### src/rtl/irq_aggregator_pkg.sv
package irq_aggregator_pkg;
  typedef enum logic [1:0] {
    SEL_MASK = 2'd0,
    SEL_PEND = 2'd1,
    SEL_LINE = 2'd2,
    SEL_NONE = 2'd3
  } reg_sel_e;
endpackage

### src/rtl/irq_sync.sv
module irq_sync #(
  parameter int WIDTH  = 32,
  parameter int STAGES = 2
) (
  input  logic             clk,
  input  logic             rst,
  input  logic [WIDTH-1:0] d,
  output logic [WIDTH-1:0] q
);
  logic [WIDTH-1:0] stage_q [STAGES];

  always_ff @(posedge clk) begin
    if (rst) begin
      for (int s = 0; s < STAGES; s++) stage_q[s] <= '0;
    end else begin
      stage_q[0] <= d;
      for (int s = 1; s < STAGES; s++) stage_q[s] <= stage_q[s-1];
    end
  end

  assign q = stage_q[STAGES-1];
endmodule

### src/rtl/irq_counter_bank.sv
module irq_counter_bank #(
  parameter int N_LINES = 32,
  parameter int CNT_W   = 32,
  parameter int IDX_W   = $clog2(N_LINES)
) (
  input  logic               clk,
  input  logic               rst,
  input  logic [N_LINES-1:0] rise,
  input  logic [IDX_W-1:0]   rd_idx,
  output logic [CNT_W-1:0]   rd_data
);
  localparam logic [CNT_W-1:0] CNT_MAX = {CNT_W{1'b1}};

  logic [CNT_W-1:0] cnt_q [N_LINES];

  for (genvar g = 0; g < N_LINES; g++) begin : g_cnt
    always_ff @(posedge clk) begin
      if (rst) cnt_q[g] <= '0;
      else if (rise[g] && cnt_q[g] != CNT_MAX) cnt_q[g] <= cnt_q[g] + 1'b1;
    end

    // a counter never moves backwards outside reset (no wrap)
    p_no_wrap_r10: assert property (@(posedge clk) disable iff (rst)
      !$past(rst) |-> (cnt_q[g] >= $past(cnt_q[g])));

    // without a rising edge the counter holds
    p_hold_r9: assert property (@(posedge clk) disable iff (rst)
      (!$past(rst) && !$past(rise[g])) |-> $stable(cnt_q[g]));
  end

  always_ff @(posedge clk) begin
    if (rst) rd_data <= '0;
    else     rd_data <= (int'(rd_idx) < N_LINES) ? cnt_q[rd_idx] : '0;
  end
endmodule

### src/rtl/irq_aggregator.sv
module irq_aggregator
  import irq_aggregator_pkg::*;
#(
  parameter int N_LINES     = 32,
  parameter int CNT_W       = 32,
  parameter int SYNC_STAGES = 2,
  parameter int IDX_W       = $clog2(N_LINES)
) (
  input  logic               clk,
  input  logic               rst,
  input  logic [N_LINES-1:0] irq_in,
  input  logic               reg_we,
  input  logic [1:0]         reg_sel,
  input  logic [N_LINES-1:0] reg_wdata,
  output logic [N_LINES-1:0] reg_rdata,
  input  logic [IDX_W-1:0]   cnt_idx,
  output logic [CNT_W-1:0]   cnt_rdata,
  output logic               irq_out
);
  logic [N_LINES-1:0] line_q;
  logic [N_LINES-1:0] line_d1_q;
  logic [N_LINES-1:0] mask_q;
  logic [N_LINES-1:0] pend_q;
  logic [N_LINES-1:0] ack_vec;
  logic [N_LINES-1:0] rise;
  reg_sel_e           sel;

  assign sel = reg_sel_e'(reg_sel);

  irq_sync #(.WIDTH(N_LINES), .STAGES(SYNC_STAGES)) u_sync (
    .clk (clk),
    .rst (rst),
    .d   (irq_in),
    .q   (line_q)
  );

  assign ack_vec = (reg_we && sel == SEL_PEND) ? reg_wdata : '0;
  assign rise    = line_q & ~line_d1_q;

  always_ff @(posedge clk) begin
    if (rst) begin
      line_d1_q <= '0;
      mask_q    <= '0;
      pend_q    <= '0;
      irq_out   <= 1'b0;
      reg_rdata <= '0;
    end else begin
      line_d1_q <= line_q;
      if (reg_we && sel == SEL_MASK) mask_q <= reg_wdata;
      pend_q    <= (pend_q & ~ack_vec) | line_q;
      irq_out   <= |(pend_q & mask_q);
      unique case (sel)
        SEL_MASK: reg_rdata <= mask_q;
        SEL_PEND: reg_rdata <= pend_q;
        SEL_LINE: reg_rdata <= line_q;
        default:  reg_rdata <= '0;
      endcase
    end
  end

  irq_counter_bank #(.N_LINES(N_LINES), .CNT_W(CNT_W), .IDX_W(IDX_W)) u_cnt (
    .clk     (clk),
    .rst     (rst),
    .rise    (rise),
    .rd_idx  (cnt_idx),
    .rd_data (cnt_rdata)
  );

  // a mask write is visible in the next cycle
  p_mask_write_r7: assert property (@(posedge clk) disable iff (rst)
    (reg_we && reg_sel == 2'd0) |=> (mask_q == $past(reg_wdata)));

  // without an acknowledge no pending bit is lost
  p_sticky_r3: assert property (@(posedge clk) disable iff (rst)
    !(reg_we && reg_sel == 2'd1) |=> ((pend_q & $past(pend_q)) == $past(pend_q)));

  // a live line is always pending one cycle later
  p_live_pending_r6: assert property (@(posedge clk) disable iff (rst)
    !$past(rst) |-> ((pend_q & $past(line_q)) == $past(line_q)));

  // an all-zero mask keeps the output low in the following cycle
  p_masked_quiet_r4: assert property (@(posedge clk) disable iff (rst)
    (mask_q == '0) |=> !irq_out);
endmodule

### config.mk
export PLATFORM = sky130hd
export DESIGN_NAME = irq_aggregator
export DESIGN_NICKNAME = d
export VERILOG_FILES = /design/src/rtl/irq_aggregator_pkg.sv /design/src/rtl/irq_sync.sv /design/src/rtl/irq_counter_bank.sv /design/src/rtl/irq_aggregator.sv
export SDC_FILE = /design/constraint.sdc
export NUM_CORES = 2
export LEC_CHECK = 0
export BUFFER_PORTS_ARGS = -buffer_cell sky130_fd_sc_hd__buf_2
export CAP_MARGIN = 25
export CELL_PAD_IN_SITES_DETAIL_PLACEMENT = 0
export CELL_PAD_IN_SITES_GLOBAL_PLACEMENT = 1
export CORE_ASPECT_RATIO = 2
export CORE_UTILIZATION = 48
export CTS_BUF_LIST = sky130_fd_sc_hd__clkbuf_2
export CTS_CLUSTER_SIZE = 20
export DETAILED_ROUTE_END_ITERATION = 6
export PLACE_DENSITY = 0.84
export RECOVER_POWER = 100
export SETUP_SLACK_MARGIN = 0.15
export SYNTH_ARGS = -nofsm -noshare
export SYNTH_HDL_FRONTEND = slang
export SYNTH_HIERARCHICAL = 1
export SYNTH_SLANG_ARGS = --single-unit
### constraint.sdc
create_clock -name clk -period 3.8 [get_ports clk]
set_input_delay 0.19 -clock clk [delete_from_list [all_inputs] [get_ports clk]]
set_output_delay 0.19 -clock clk [all_outputs]
set_load 0.01 [all_outputs]
Yosys cells after proc, flatten, opt, wreduce, memory -nomap -nowiden:

Memory sizes are Yosys's and may differ from the RTL's. A register that Yosys moved wholly into a read port is not among the register bits.
Index checks and enable logic that the tools add are counted.

* flip-flop bits (word level): 129
* logic and storage cells: 284
* memories: 2
* RAM bits: 1088
* bits of input ports: 74
* ROM bits: 0
* latch bits: 0

Memories
* u_cnt.cnt_q: depth 32, width 32, rd ports 33, clocked after memory_dff 1, write ports 32, RTL line irq_counter_bank.sv:14 `logic [CNT_W-1:0] cnt_q [N_LINES];`
* u_sync.stage_q: depth 2, width 32, rd ports 2, clocked after memory_dff 0, write ports 2, RTL line irq_sync.sv:10 `logic [WIDTH-1:0] stage_q [STAGES];`

* reductions and logical operators: 36
* multipliers: 0
* divide/modulo/power cells: 0
* add/sub/neg operators: 32
* shift-type cells: 0
* multiplexer cells: 135
* bitwise logic cells: 40
* equality and inequality tests: 34
* order comparisons: 0

Operators by type and width (count)
* 2-to-1 mux 32 bit: 35
* adder 32 x 1 -> 32 bit, second input constant: 32
* inequality test 32 bit, second input constant: 32
* 2-to-1 mux 1 bit: 99
* AND 32 bit: 3
* case mux 32 bit (3 select lines): 1
* NOT 32 bit: 2
* logical AND 1 bit: 34
* OR 1 bit: 34
* OR 32 bit: 1
* OR reduction 32 bit: 1
* equality test 2 x 1 -> 1 bit, second input constant: 1
* equality test 2 bit, second input constant: 1
* zero test 2 bit: 1

Longest topological paths before layout:

* word-level depth: 7
* mapped depth: 9
* depth with buffers taken out: 6

Modules after synthesis:

The synthesis kept the hierarchy.

By module, submodules not included
* irq_counter_bank: instances 1, area each 63950.1 um^2, cells each 5876
* irq_aggregator: instances 1, area each 5078.6 um^2, cells each 549
* irq_sync: instances 1, area each 2158.3 um^2, cells each 167

Least setup slack after synthesis:

OpenSTA, ideal clock, no wires.

* path type: register to register
* start: memory u_cnt.cnt_q[13][0]
* end: memory u_cnt.cnt_q[13][0], enable pin
* clock period less this slack: 3.924 ns
* data required time: 3.334 ns
* arrival: 3.459 ns
* cell stages (with the launch flop): 7
* path buffers: 0
* slack: -0.124 ns
* library setup time: 0.466 ns
* path through: edfxtp_1 ha_1 nand2_1 or4_1 nor3_1 and3_1 o21ai_0

RTL lines (RTL line)
* from (decl): irq_counter_bank.sv:14

==> summary.txt <==
port bufs: 138
count of cell types in the netlist: 80
worst-path fanout max: 29
Async SR Flop Fraction: 0%
synth cell count leaders: nor2_1 (1194), edfxtp_1 (1024), xor2_1 (531)
CP Launch Point: u_cnt/cnt_q[15][7]
Worst R2R Setup Slack: 0.32 ns
H-Tree Depth: 5
# DRC: 28
effective utilization at floorplan: 48.4%
Die X-Extent: 274 um
Setup Skew: 0.166 ns
P_leak: 26.5 nW
clk root buf: clkbuf_2
crit path kind: flop to flop
GR Util met1: 30.3%
clk slew on worst S/H paths: 0.11 ns
initial antenna violation count: 8
Post-DRT Antenna Nets: 0
unrepaired setup endpoints after global routing: false
post-synthesis sequential area ratio: 49.5%
Max stage delay cell, worst path: nor4_1
# setup viols final: 0
worst rel slew slack: -12.7%
critical path's largest stage delay: 0.98 ns
GR Util All Layers: 29.9%
insertion delay to the later sink of the worst-skew pair: 1.49 ns
Post-layout nets: 7221
syn nets: 6698
PwrDens: 361 nW/um^2
failing checks: DRC, capacitance limit, slew limit
pin count of the biggest net entering global routing: 86
register area: 35300 um^2
TritonCTS clock tree: built
path depth of the worst reg2reg path: 6
busiest grt layer: met2
Num CTS Buffers: 295
crit path DAT: 4.43 ns
synthesized area: 71200 um^2
Fillers: 13000
Final Wtd Congestion: 1.01
DR vias: 55900
Core Rows: 199
clk buf depth: 4
Slew Viols, Final: 13
#FFs+latches synth: 1249
WL per Instance: 24.5 um
WL final: 226 mm
worst hold path class: input pin to flop
Die Y: 547 um
hold endpoint: pend_q[19]
fmax: 287 MHz
Initial DRT Pass Iterations: 7
P&R area growth vs syn: 10.8%
DP Area: 74100 um^2
most common cell in the netlist: nor2_1
WHS Path Cells: 6
Core Box Area: 147000 um^2
worst slew pin tran: 1.68 ns
crit path cell chain: nand4_1 > nor4_1 > nand4_1 > nand2_1 > nand2_1 > clkbuf_2
CP endpoint kind: flop
total grt overflow: 0
Ys Warns: 6
layout cell share with drive strength beyond 1: 14.6%
hold_sp: reg_wdata[19]
setup_tns: 0 ns
first-pass GRT wire length: 338 mm
area leader, netlist: edfxtp_1
vias per inst: 6.05
RR Startpoint: u_cnt/cnt_q[15][7]
DP Wirelength: 168 mm
predominant post-synthesis flop cell: edfxtp_1
leading post-synthesis cells by cell area: edfxtp_1 (43%), mux4_2 (8.1%), xor2_1 (6.5%)
Req. time, crit path: 4.75 ns
maximum vdd drop: 0.368 mV
Tcrit/Tclk final: 91.5%
die footprint: 150000 um^2
Mapped Cells: 6592
Final Hold Fails: 0
CP Launch Type: flop
vias in the first global route: 56300
Boundary Pins: 139
EDFF count, synth: 1024
M2 GR Usage: 52.5%
max_cap viols: 1
min Tclk post-route: 3.48 ns
share of the synthesized area in the top cell type: 43.2%
global-route track usage on met3: 4.27%
status: finished with violations
CTS Sinks: 1249
Syn Area/Cell: 10.8 um^2
Iteration-0 DRC Markers: 4574
multi-input combinational cell area: 33700 um^2
R2R Path End: u_cnt/cnt_q[15][1]
design area: 78800 um^2
[state kept, by name (all words and copies together) (netlist names)]
register and cells:
pend_q 32, irq_out 1, reg_rdata 32, line_d1_q 32, mask_q 32, u_sync/stage_q 64, u_cnt/cnt_q 1024, u_cnt/rd_data 32
[layout make-up]
type	count	area share, %
timing repair buffer	574	5.77
multi-input combinational	4892	42.7
tap	1909	3.03
sequential	1249	44.7
antenna	6	0.0190
clock inverter	76	0.519
inverter	103	0.490
clock buffer	428	2.72
[per-layer routing]
metal / vias to the layer above / wire length, um
li1: 25300 / -
met1: 27500 / 73800
met2: 2329 / 116000
met3: 709 / 13000
met4: 8 / 23600
met5: - / 48
[through the flow]
| step | power [mW] | utilization (%) | instances | hold WS, ns | worst slack (ns) |
|---|---|---|---|---|---|
| after floorplan | 18.3 | - | 6592 | 0.318 | 0.740 |
| after global placement | 19.5 | 50.4 | 8471 | 0.400 | 0.934 |
| after detailed placement | 19.6 | 50.4 | 8474 | 0.403 | 0.941 |
| after CTS | 28.6 | 53.8 | 9229 | 0.0320 | 0.733 |
| after global routing | 29.5 | 53.6 | 9235 | 0.193 | 0.331 |
| final | 28.5 | 53.6 | 9237 | 0.228 | 0.321 |
[cells by family (layout without fill, tap and decap cells)]
logic type,count (synthesis),after routing,share of synthesized area [%]
simple gates,3230,3230,22.9
flops,1249,1249,49.5
xor+xnor,893,893,11.0
buf+inv,451,1181,3.05
compound gates,416,416,3.94
mux,321,321,9.02
fa+ha+maj,32,32,0.562
other cells,0,6,0
[where the power goes]
part | internal [mW] | total (mW) | switching (mW)
Combinational | 1.27 | 3.00 | 1.73
Sequential | 15.5 | 16.5 | 0.976
Clock | 3.25 | 8.94 | 5.69
[critical path, delay by kind of cell (launching register included)]
kind	cells	cell delay (ns)
buffers and inverters	1	0.52
flip-flops	1	0.50
AND/OR/NAND/NOR	5	1.97
[cell usage in the layout, fill, tap and decap left out, drive strengths merged, types with 60 or more instances in the layout]
cell / instances
nor4: 141
dlygate4sd3: 250
nand2: 453
dfxtp: 225
clkbuf: 551
nor2b: 179
buf: 201
inv: 109
xor2: 531
mux2i: 65
nor3: 106
and3: 139
clkinv: 65
xnor2: 362
nor2: 1194
nand3: 415
edfxtp: 1024
o21ai: 60
mux4: 256
a21oi: 113
nand4: 309
and4: 96
[worst max-delay path by stage]
stage | endpoint | depth (start not counted)
finish | u_cnt/cnt_q[15][1] | 6
CTS | u_cnt/rd_data[20] | 6
global placement | u_cnt/cnt_q[4][4] | 7
floorplan | u_cnt/cnt_q[13][0] | 6
global route | u_cnt/cnt_q[25][22] | 7
detailed placement | u_cnt/cnt_q[1][6] | 6
[what timing repair did]
item,in CTS,in global routing
resized for setup,0,0
hold endpoints to repair,915,7
hold buffers,251,1
endpoints found under the setup margin,0,0
setup buffers,0,0
No activity file was read; power rests on OpenSTA's default activity.
